$ cat config.mk
export PLATFORM = sky130hd
export DESIGN_NAME = segx_top
export DESIGN_NICKNAME = d
export VERILOG_FILES = /design/src/rtl/segx_pkg.sv /design/src/rtl/segx_cfg.sv /design/src/rtl/segx_fetch.sv /design/src/rtl/segx_check.sv /design/src/rtl/segx_top.sv
export SDC_FILE = /design/constraint.sdc
export NUM_CORES = 1
export LEC_CHECK = 0
export BUFFER_PORTS_ARGS = -buffer_cell sky130_fd_sc_hd__buf_2
export CORE_AREA = 2 2 190 192
export CTS_CLUSTER_SIZE = 30
export DETAILED_ROUTE_END_ITERATION = 7
export DIE_AREA = 0 0 192 194
export PLACE_DENSITY = 0.49
export SYNTH_ARGS = -nofsm -noshare
export SYNTH_HDL_FRONTEND = slang
export SYNTH_SLANG_ARGS = --single-unit
$ cat constraint.sdc
create_clock -name clk -period 4.7 [get_ports clk]
set_clock_uncertainty 0.1 [all_clocks]
set_input_delay 0.47 -clock clk [delete_from_list [all_inputs] [get_ports clk]]
set_output_delay 0.47 -clock clk [all_outputs]
set_load 0.005 [all_outputs]
$ cat src/rtl/segx_pkg.sv
package segx_pkg;
  typedef enum logic [1:0] {
    CAUSE_RANGE   = 2'd0,
    CAUSE_INVALID = 2'd1,
    CAUSE_LIMIT   = 2'd2,
    CAUSE_PERM    = 2'd3
  } segx_cause_e;

  typedef enum logic [1:0] {
    ACC_READ  = 2'd0,
    ACC_WRITE = 2'd1,
    ACC_EXEC  = 2'd2,
    ACC_RSVD  = 2'd3
  } segx_acc_e;

  // descriptor flag word bit positions
  localparam int FLAG_PRESENT = 0;
  localparam int FLAG_RD      = 1;
  localparam int FLAG_WR      = 2;
  localparam int FLAG_EX      = 3;
  localparam int FLAG_BITS    = 4;

  // descriptor word order
  localparam int DW_BASE  = 0;
  localparam int DW_LIMIT = 1;
  localparam int DW_FLAGS = 2;
  localparam int DESC_WORDS = 3;
endpackage

$ cat src/rtl/segx_cfg.sv
module segx_cfg #(
  parameter int ADDR_W = 32,
  parameter int SEG_W  = 8
) (
  input  logic              clk,
  input  logic              rst_n,
  input  logic              cfg_we,
  input  logic              cfg_sel,
  input  logic [ADDR_W-1:0] cfg_wdata,
  output logic [ADDR_W-1:0] tbl_base_o,
  output logic [SEG_W:0]    tbl_len_o
);
  always_ff @(posedge clk) begin
    if (!rst_n) begin
      tbl_base_o <= '0;
      tbl_len_o  <= '0;
    end else if (cfg_we) begin
      if (cfg_sel) tbl_len_o  <= cfg_wdata[SEG_W:0];
      else         tbl_base_o <= cfg_wdata;
    end
  end

  logic unused_cfg_hi;
  assign unused_cfg_hi = ^cfg_wdata[ADDR_W-1:SEG_W+1];
endmodule

$ cat src/rtl/segx_fetch.sv
module segx_fetch
  import segx_pkg::*;
#(
  parameter int ADDR_W = 32,
  parameter int SEG_W  = 8
) (
  input  logic                         clk,
  input  logic                         rst_n,
  input  logic                         start_i,
  input  logic [SEG_W-1:0]             seg_i,
  input  logic [ADDR_W-1:0]            tbl_base_i,
  output logic                         mem_req_valid,
  input  logic                         mem_req_ready,
  output logic [ADDR_W-1:0]            mem_req_addr,
  input  logic                         mem_rsp_valid,
  input  logic [ADDR_W-1:0]            mem_rsp_data,
  output logic                         done_o,
  output logic [DESC_WORDS*ADDR_W-1:0] words_o
);
  localparam int WORD_BYTES = ADDR_W / 8;
  localparam int DESC_BYTES = DESC_WORDS * WORD_BYTES;
  localparam int IDX_W      = $clog2(DESC_WORDS + 1);

  typedef enum logic [1:0] {F_IDLE, F_REQ, F_WAIT, F_DONE} fst_e;
  fst_e             st_q;
  logic [IDX_W-1:0] idx_q;
  logic [IDX_W-1:0] rsp_cnt_q;
  logic [ADDR_W-1:0] desc_addr_q;
  logic              last_word;

  assign last_word     = (idx_q == IDX_W'(DESC_WORDS - 1));
  assign mem_req_valid = (st_q == F_REQ);
  assign mem_req_addr  = desc_addr_q + ADDR_W'(idx_q) * ADDR_W'(WORD_BYTES);
  assign done_o        = (st_q == F_DONE);

  always_ff @(posedge clk) begin
    if (!rst_n) begin
      st_q        <= F_IDLE;
      idx_q       <= '0;
      rsp_cnt_q   <= '0;
      desc_addr_q <= '0;
    end else begin
      unique case (st_q)
        F_IDLE: if (start_i) begin
          desc_addr_q <= tbl_base_i + ADDR_W'(seg_i) * ADDR_W'(DESC_BYTES);
          idx_q       <= '0;
          rsp_cnt_q   <= '0;
          st_q        <= F_REQ;
        end
        F_REQ: if (mem_req_ready) st_q <= F_WAIT;
        F_WAIT: if (mem_rsp_valid) begin
          rsp_cnt_q <= rsp_cnt_q + 1'b1;
          if (last_word) st_q <= F_DONE;
          else begin
            idx_q <= idx_q + 1'b1;
            st_q  <= F_REQ;
          end
        end
        F_DONE: st_q <= F_IDLE;
        default: st_q <= F_IDLE;
      endcase
    end
  end

  // one capture register per descriptor word
  for (genvar g = 0; g < DESC_WORDS; g++) begin : g_word
    logic [ADDR_W-1:0] word_q;
    always_ff @(posedge clk) begin
      if (!rst_n) word_q <= '0;
      else if (st_q == F_WAIT && mem_rsp_valid && idx_q == IDX_W'(g))
        word_q <= mem_rsp_data;
    end
    assign words_o[g*ADDR_W +: ADDR_W] = word_q;
  end

  // a stalled read holds its address
  assert_memreq_hold_R10: assert property (@(posedge clk) disable iff (!rst_n)
    mem_req_valid && !mem_req_ready |=> mem_req_valid && $stable(mem_req_addr));

  // completion only after every descriptor word returned
  assert_all_words_R3: assert property (@(posedge clk) disable iff (!rst_n)
    done_o |-> rsp_cnt_q == IDX_W'(DESC_WORDS));
endmodule

$ cat src/rtl/segx_check.sv
module segx_check
  import segx_pkg::*;
#(
  parameter int ADDR_W = 32,
  parameter int SEG_W  = 8,
  parameter int OFF_W  = 16
) (
  input  logic [SEG_W-1:0]             seg_i,
  input  logic [SEG_W:0]               tbl_len_i,
  input  logic [OFF_W-1:0]             off_i,
  input  logic [1:0]                   acc_i,
  input  logic [DESC_WORDS*ADDR_W-1:0] words_i,
  output logic                         range_ok_o,
  output logic                         trap_o,
  output segx_cause_e                  cause_o,
  output logic [ADDR_W-1:0]            paddr_o
);
  logic [ADDR_W-1:0] base, limit, flag_word, off_ext;
  logic present, in_limit, allowed;

  assign base      = words_i[DW_BASE*ADDR_W  +: ADDR_W];
  assign limit     = words_i[DW_LIMIT*ADDR_W +: ADDR_W];
  assign flag_word = words_i[DW_FLAGS*ADDR_W +: ADDR_W];
  assign off_ext   = ADDR_W'(off_i);

  assign range_ok_o = ({1'b0, seg_i} < tbl_len_i);
  assign present    = flag_word[FLAG_PRESENT];
  assign in_limit   = off_ext < limit;

  always_comb begin
    unique case (segx_acc_e'(acc_i))
      ACC_READ:  allowed = flag_word[FLAG_RD];
      ACC_WRITE: allowed = flag_word[FLAG_WR];
      ACC_EXEC:  allowed = flag_word[FLAG_EX];
      default:   allowed = 1'b0;
    endcase
  end

  always_comb begin
    trap_o  = 1'b1;
    cause_o = CAUSE_RANGE;
    if (!range_ok_o)    cause_o = CAUSE_RANGE;
    else if (!present)  cause_o = CAUSE_INVALID;
    else if (!in_limit) cause_o = CAUSE_LIMIT;
    else if (!allowed)  cause_o = CAUSE_PERM;
    else                trap_o  = 1'b0;
  end

  assign paddr_o = trap_o ? '0 : base + off_ext;

  logic unused_flag_hi;
  assign unused_flag_hi = ^flag_word[ADDR_W-1:FLAG_BITS];
endmodule

$ cat src/rtl/segx_top.sv
module segx_top
  import segx_pkg::*;
#(
  parameter int ADDR_W = 32,
  parameter int SEG_W  = 8,
  parameter int OFF_W  = 16
) (
  input  logic              clk,
  input  logic              rst_n,
  input  logic              cfg_we,
  input  logic              cfg_sel,
  input  logic [ADDR_W-1:0] cfg_wdata,
  input  logic              req_valid,
  output logic              req_ready,
  input  logic [SEG_W-1:0]  req_seg,
  input  logic [OFF_W-1:0]  req_off,
  input  logic [1:0]        req_acc,
  output logic              busy,
  output logic              rsp_valid,
  input  logic              rsp_ready,
  output logic              rsp_trap,
  output logic [1:0]        rsp_cause,
  output logic [ADDR_W-1:0] rsp_paddr,
  output logic              mem_req_valid,
  input  logic              mem_req_ready,
  output logic [ADDR_W-1:0] mem_req_addr,
  input  logic              mem_rsp_valid,
  input  logic [ADDR_W-1:0] mem_rsp_data
);
  typedef enum logic [1:0] {S_IDLE, S_RANGE, S_FETCH, S_DONE} st_e;
  st_e st_q;

  logic [ADDR_W-1:0] tbl_base;
  logic [SEG_W:0]    tbl_len;
  logic [SEG_W-1:0]  seg_q;
  logic [OFF_W-1:0]  off_q;
  logic [1:0]        acc_q;
  logic              trap_q, fetched_q;
  segx_cause_e       cause_q;
  logic [ADDR_W-1:0] paddr_q;

  logic                         fetch_start, fetch_done, range_ok, chk_trap;
  logic [DESC_WORDS*ADDR_W-1:0] words;
  segx_cause_e                  chk_cause;
  logic [ADDR_W-1:0]            chk_paddr;

  segx_cfg #(.ADDR_W(ADDR_W), .SEG_W(SEG_W)) u_cfg (
    .clk(clk), .rst_n(rst_n), .cfg_we(cfg_we), .cfg_sel(cfg_sel),
    .cfg_wdata(cfg_wdata), .tbl_base_o(tbl_base), .tbl_len_o(tbl_len)
  );

  assign fetch_start = (st_q == S_RANGE) && range_ok;

  segx_fetch #(.ADDR_W(ADDR_W), .SEG_W(SEG_W)) u_fetch (
    .clk(clk), .rst_n(rst_n), .start_i(fetch_start), .seg_i(seg_q),
    .tbl_base_i(tbl_base), .mem_req_valid(mem_req_valid),
    .mem_req_ready(mem_req_ready), .mem_req_addr(mem_req_addr),
    .mem_rsp_valid(mem_rsp_valid), .mem_rsp_data(mem_rsp_data),
    .done_o(fetch_done), .words_o(words)
  );

  segx_check #(.ADDR_W(ADDR_W), .SEG_W(SEG_W), .OFF_W(OFF_W)) u_check (
    .seg_i(seg_q), .tbl_len_i(tbl_len), .off_i(off_q), .acc_i(acc_q),
    .words_i(words), .range_ok_o(range_ok), .trap_o(chk_trap),
    .cause_o(chk_cause), .paddr_o(chk_paddr)
  );

  assign req_ready = (st_q == S_IDLE);
  assign busy      = (st_q == S_RANGE) || (st_q == S_FETCH);
  assign rsp_valid = (st_q == S_DONE);
  assign rsp_trap  = trap_q;
  assign rsp_cause = cause_q;
  assign rsp_paddr = paddr_q;

  always_ff @(posedge clk) begin
    if (!rst_n) begin
      st_q      <= S_IDLE;
      seg_q     <= '0;
      off_q     <= '0;
      acc_q     <= '0;
      trap_q    <= 1'b0;
      cause_q   <= CAUSE_RANGE;
      paddr_q   <= '0;
      fetched_q <= 1'b0;
    end else begin
      if (mem_req_valid && mem_req_ready) fetched_q <= 1'b1;
      unique case (st_q)
        S_IDLE: if (req_valid) begin
          seg_q     <= req_seg;
          off_q     <= req_off;
          acc_q     <= req_acc;
          fetched_q <= 1'b0;
          st_q      <= S_RANGE;
        end
        S_RANGE: if (!range_ok) begin
          trap_q  <= 1'b1;
          cause_q <= CAUSE_RANGE;
          paddr_q <= '0;
          st_q    <= S_DONE;
        end else begin
          st_q <= S_FETCH;
        end
        S_FETCH: if (fetch_done) begin
          trap_q  <= chk_trap;
          cause_q <= chk_cause;
          paddr_q <= chk_paddr;
          st_q    <= S_DONE;
        end
        S_DONE: if (rsp_ready) st_q <= S_IDLE;
        default: st_q <= S_IDLE;
      endcase
    end
  end

  // no new request while a translation is pending
  assert_single_flight_R1: assert property (@(posedge clk) disable iff (!rst_n)
    busy |-> !req_ready);
  assert_busy_before_rsp_R1: assert property (@(posedge clk) disable iff (!rst_n)
    $rose(rsp_valid) |-> $past(busy));

  // an out-of-range trap never touched memory
  assert_range_no_fetch_R2: assert property (@(posedge clk) disable iff (!rst_n)
    rsp_valid && rsp_trap && rsp_cause == 2'd0 |-> !fetched_q);

  // stalled result holds
  assert_rsp_hold_R9: assert property (@(posedge clk) disable iff (!rst_n)
    rsp_valid && !rsp_ready |=> rsp_valid && $stable(rsp_paddr)
      && $stable(rsp_trap) && $stable(rsp_cause));
endmodule

==> impl_metrics.toml <==
[status]
outcome = "completed"

[placement]
dp.cells = 1905
numPortBuffers = 168
post-place-ws_ns = 1.132
dpl_cell_area_um2 = 11730
dp.final_hpwl_mm = 21.80
gp_congestion = 0.7801

[final_layout]
mostFrequentLayoutCells = "nand2_1, dfxtp_1, a21oi_1"
nets = 1639
final_common_cell = "nand2_1"
fill_cells = 3792
fin_area_um2 = 12620
finalNonFillerCells = 1953
drive_above_1_share_pct = 16.49
n_antenna_cell = 0
areaGrowthSynthToFinish_pct = 20.64

[timing]
rsz0062_at_grt = "false"
period_minus_slack_ns = 3.742
drv_slew = 0
fin_setup_tns_ns = 0
relSlewSlack_pct = 19.16
finalHoldViolations = 0
post-route-period-util_pct = 79.62
setup_ws_ns = 0.9579
tightest_slew_ns = 1.210
finalSetupViolations = 0
timing.fmax_mhz = 267.2

[clocking]
h-tree-depth = 1
cts_resized = 0
clock-sinks = 208
clk_path_buf_depth = 3
post_cts_buffers = 0
cts_hold_buf = 0
cts_root_buf = "clkbuf_16"
clk_pin_slew_ns = 0.06
numCtsBuffers = 26
clk_latency_ns = 0.53
tritoncts = "yes"

[routing]
vias = 9237
ant_nets = 0
drc_errors = 0
first_iter_violations = 383
drt_wl_total_mm = 30.02
wl_per_cell_um = 15.37
viasPerCell = 4.730
first_pass_iters = 4

[setup_path]
reg2reg_slack_ns = 1.15
critPathArrivalTime_ns = 3.17
cp_max_fo = 5
endpoint_kind = "primary output"
path_class = "register to primary output"
required_ns = 4.13
start_kind = "register"
r2r_cells = 16
r2r_end = "u_fetch.desc_addr_q[14]"
reg2reg_from = "seg_q[1]"

[logic_synthesis]
synth_edf_count = 0
synth_top_area_share_pct = 39.80
synth_top_area_cell = "dfxtp_1"
synth-seq-cells = 208
synth_nets = 1493
synth_area_um2 = 10460
avgSynthCellArea_um2 = 7.889
synthTopCellsByArea = "dfxtp_1, nand2_1, a21oi_1"
synth_ff_type = "dfxtp_1"
seq_area_frac_synth_pct = 39.80
syn_inst = 1326
ys_types = 60
synthArstFlopShare_pct = 0
yosys_warnings = 0

[floorplanning]
die_x_um = 192
die_y_um = 194
dieArea_um2 = 37250
core-area_um2 = 35220
io_pins = 169
floorplan.initialDensity_pct = 29.70
num_rows = 69

[hold_path]
hold_path_depth = 3
holdCritPathClass = "input pin to register"
hold_path_end = "u_cfg.tbl_base_o[9]"
hold_path.startpoint = "cfg_wdata[9]"

[pwr]
netSwitchingFraction_pct = 32.00
p_sw_mw = 1.736
p_comb_share_pct = 23.0
power.leakage_nw = 5.095
p_total_mw = 5.426
power_frac_seq_pct = 38.9
power_density_nw_per_um2 = 429.9
intPower_mw = 3.689
power.share.clock_pct = 38.1
peakVddDrop_v = 0.0003407

[global_routing]
grt_pass1_wl_mm = 47.87
grt.total_usage_pct = 15.92
grt_max_degree = 61
grt_remaining_overflow = 0
grt_pass1_vias = 8918
antenna_found_initial = 1

[flow_run]
cap_violations = 0
==> layout make-up <==
class	instances	area (um^2)	share of cell area, %
multi-input cells	1006	5861	46.44
flip-flops and latches	208	4164	32.99
repair buffers	182	945.9	7.495
clock buffers	37	753.2	5.968
well taps	461	576.8	4.570
inverters	48	182.7	1.447
clock inverters	11	137.6	1.091
==> worst max-delay path by stage <==
stage | startpoint | endpoint | cells after the start
final | u_fetch.idx_q[0] | mem_req_addr[28] | 11
after global routing | u_fetch.idx_q[0] | mem_req_addr[28] | 11
after CTS | u_fetch.idx_q[0] | mem_req_addr[28] | 11
after detailed placement | seg_q[1] | u_fetch.desc_addr_q[14] | 16
after global placement | seg_q[1] | u_fetch.desc_addr_q[14] | 16
after floorplan | seg_q[1] | u_fetch.desc_addr_q[18] | 17
==> metal layers <==
layer	global-route usage, %	vias up	wire (um)
met5	0	-	0
met4	3.336	0	441
met3	2.570	28	1414
met2	26.02	160	13680
met1	22.04	4274	14480
li1	-	4775	-
==> power groups by stage <==
stage	sequential, mW	clock (mW)	combinational, mW
2_1_floorplan	2.09	0	0.870
3_3_place_gp	2.15	0	1.26
3_5_place_dp	2.15	0	1.27
4_1_cts	2.11	2.14	1.28
5_1_grt	2.14	2.22	1.43
6_report	2.11	2.07	1.25
==> registers in the layout, summed over array words and instances, names as in the netlist <==
register,flops
rsp_cause,2
rsp_paddr,32
u_cfg.tbl_len_o,9
rsp_trap,1
u_fetch.desc_addr_q,32
u_fetch.st_q,2
u_fetch.idx_q,2
st_q,2
seg_q,8
off_q,16
acc_q,2
u_cfg.tbl_base_o,32
u_fetch.g_word.word_q,68
==> logic make-up after synthesis <==
group                      synth area share, %
xor gates and xnor gates                 7.535
buffers and inverters                    4.222
and+or+nand+nor                          22.15
adders and majority gates                8.540
AOI/OAI and AO/OA                        17.56
muxes                                   0.1914
DFF                                      39.80
==> synth_stat cells, types with 22 or more instances <==
cell type,number
a21oi_1,192
o21ai_0,36
nand3_1,27
xor2_1,22
ha_1,65
inv_1,47
xnor2_1,68
clkbuf_1,52
nor2_1,56
o21ai_1,24
dfxtp_1,208
nand2_1,342
==> critical path, cell delays in order, from the launching register on <==
cell and delay, ns:
dfxtp_1 0.36, ha_1 0.18, inv_1 0.05, fa_1 0.43
nor2_1 0.23, and4_1 0.32, nand2b_1 0.23, nor2_1 0.23
and3_1 0.25, nand2_1 0.08, xnor2_1 0.15, buf_2 0.13
==> metrics by stage <==
stage	hold WS, ns	utilization (%)
5_1_grt	0.05130	35.83
4_1_cts	0.04192	35.83
3_3_place_gp	0.3322	33.30
6_report	0.07103	35.83
2_1_floorplan	0.3321	-
3_5_place_dp	0.3352	33.30
Note: power is estimated with default switching activity, not from simulation.
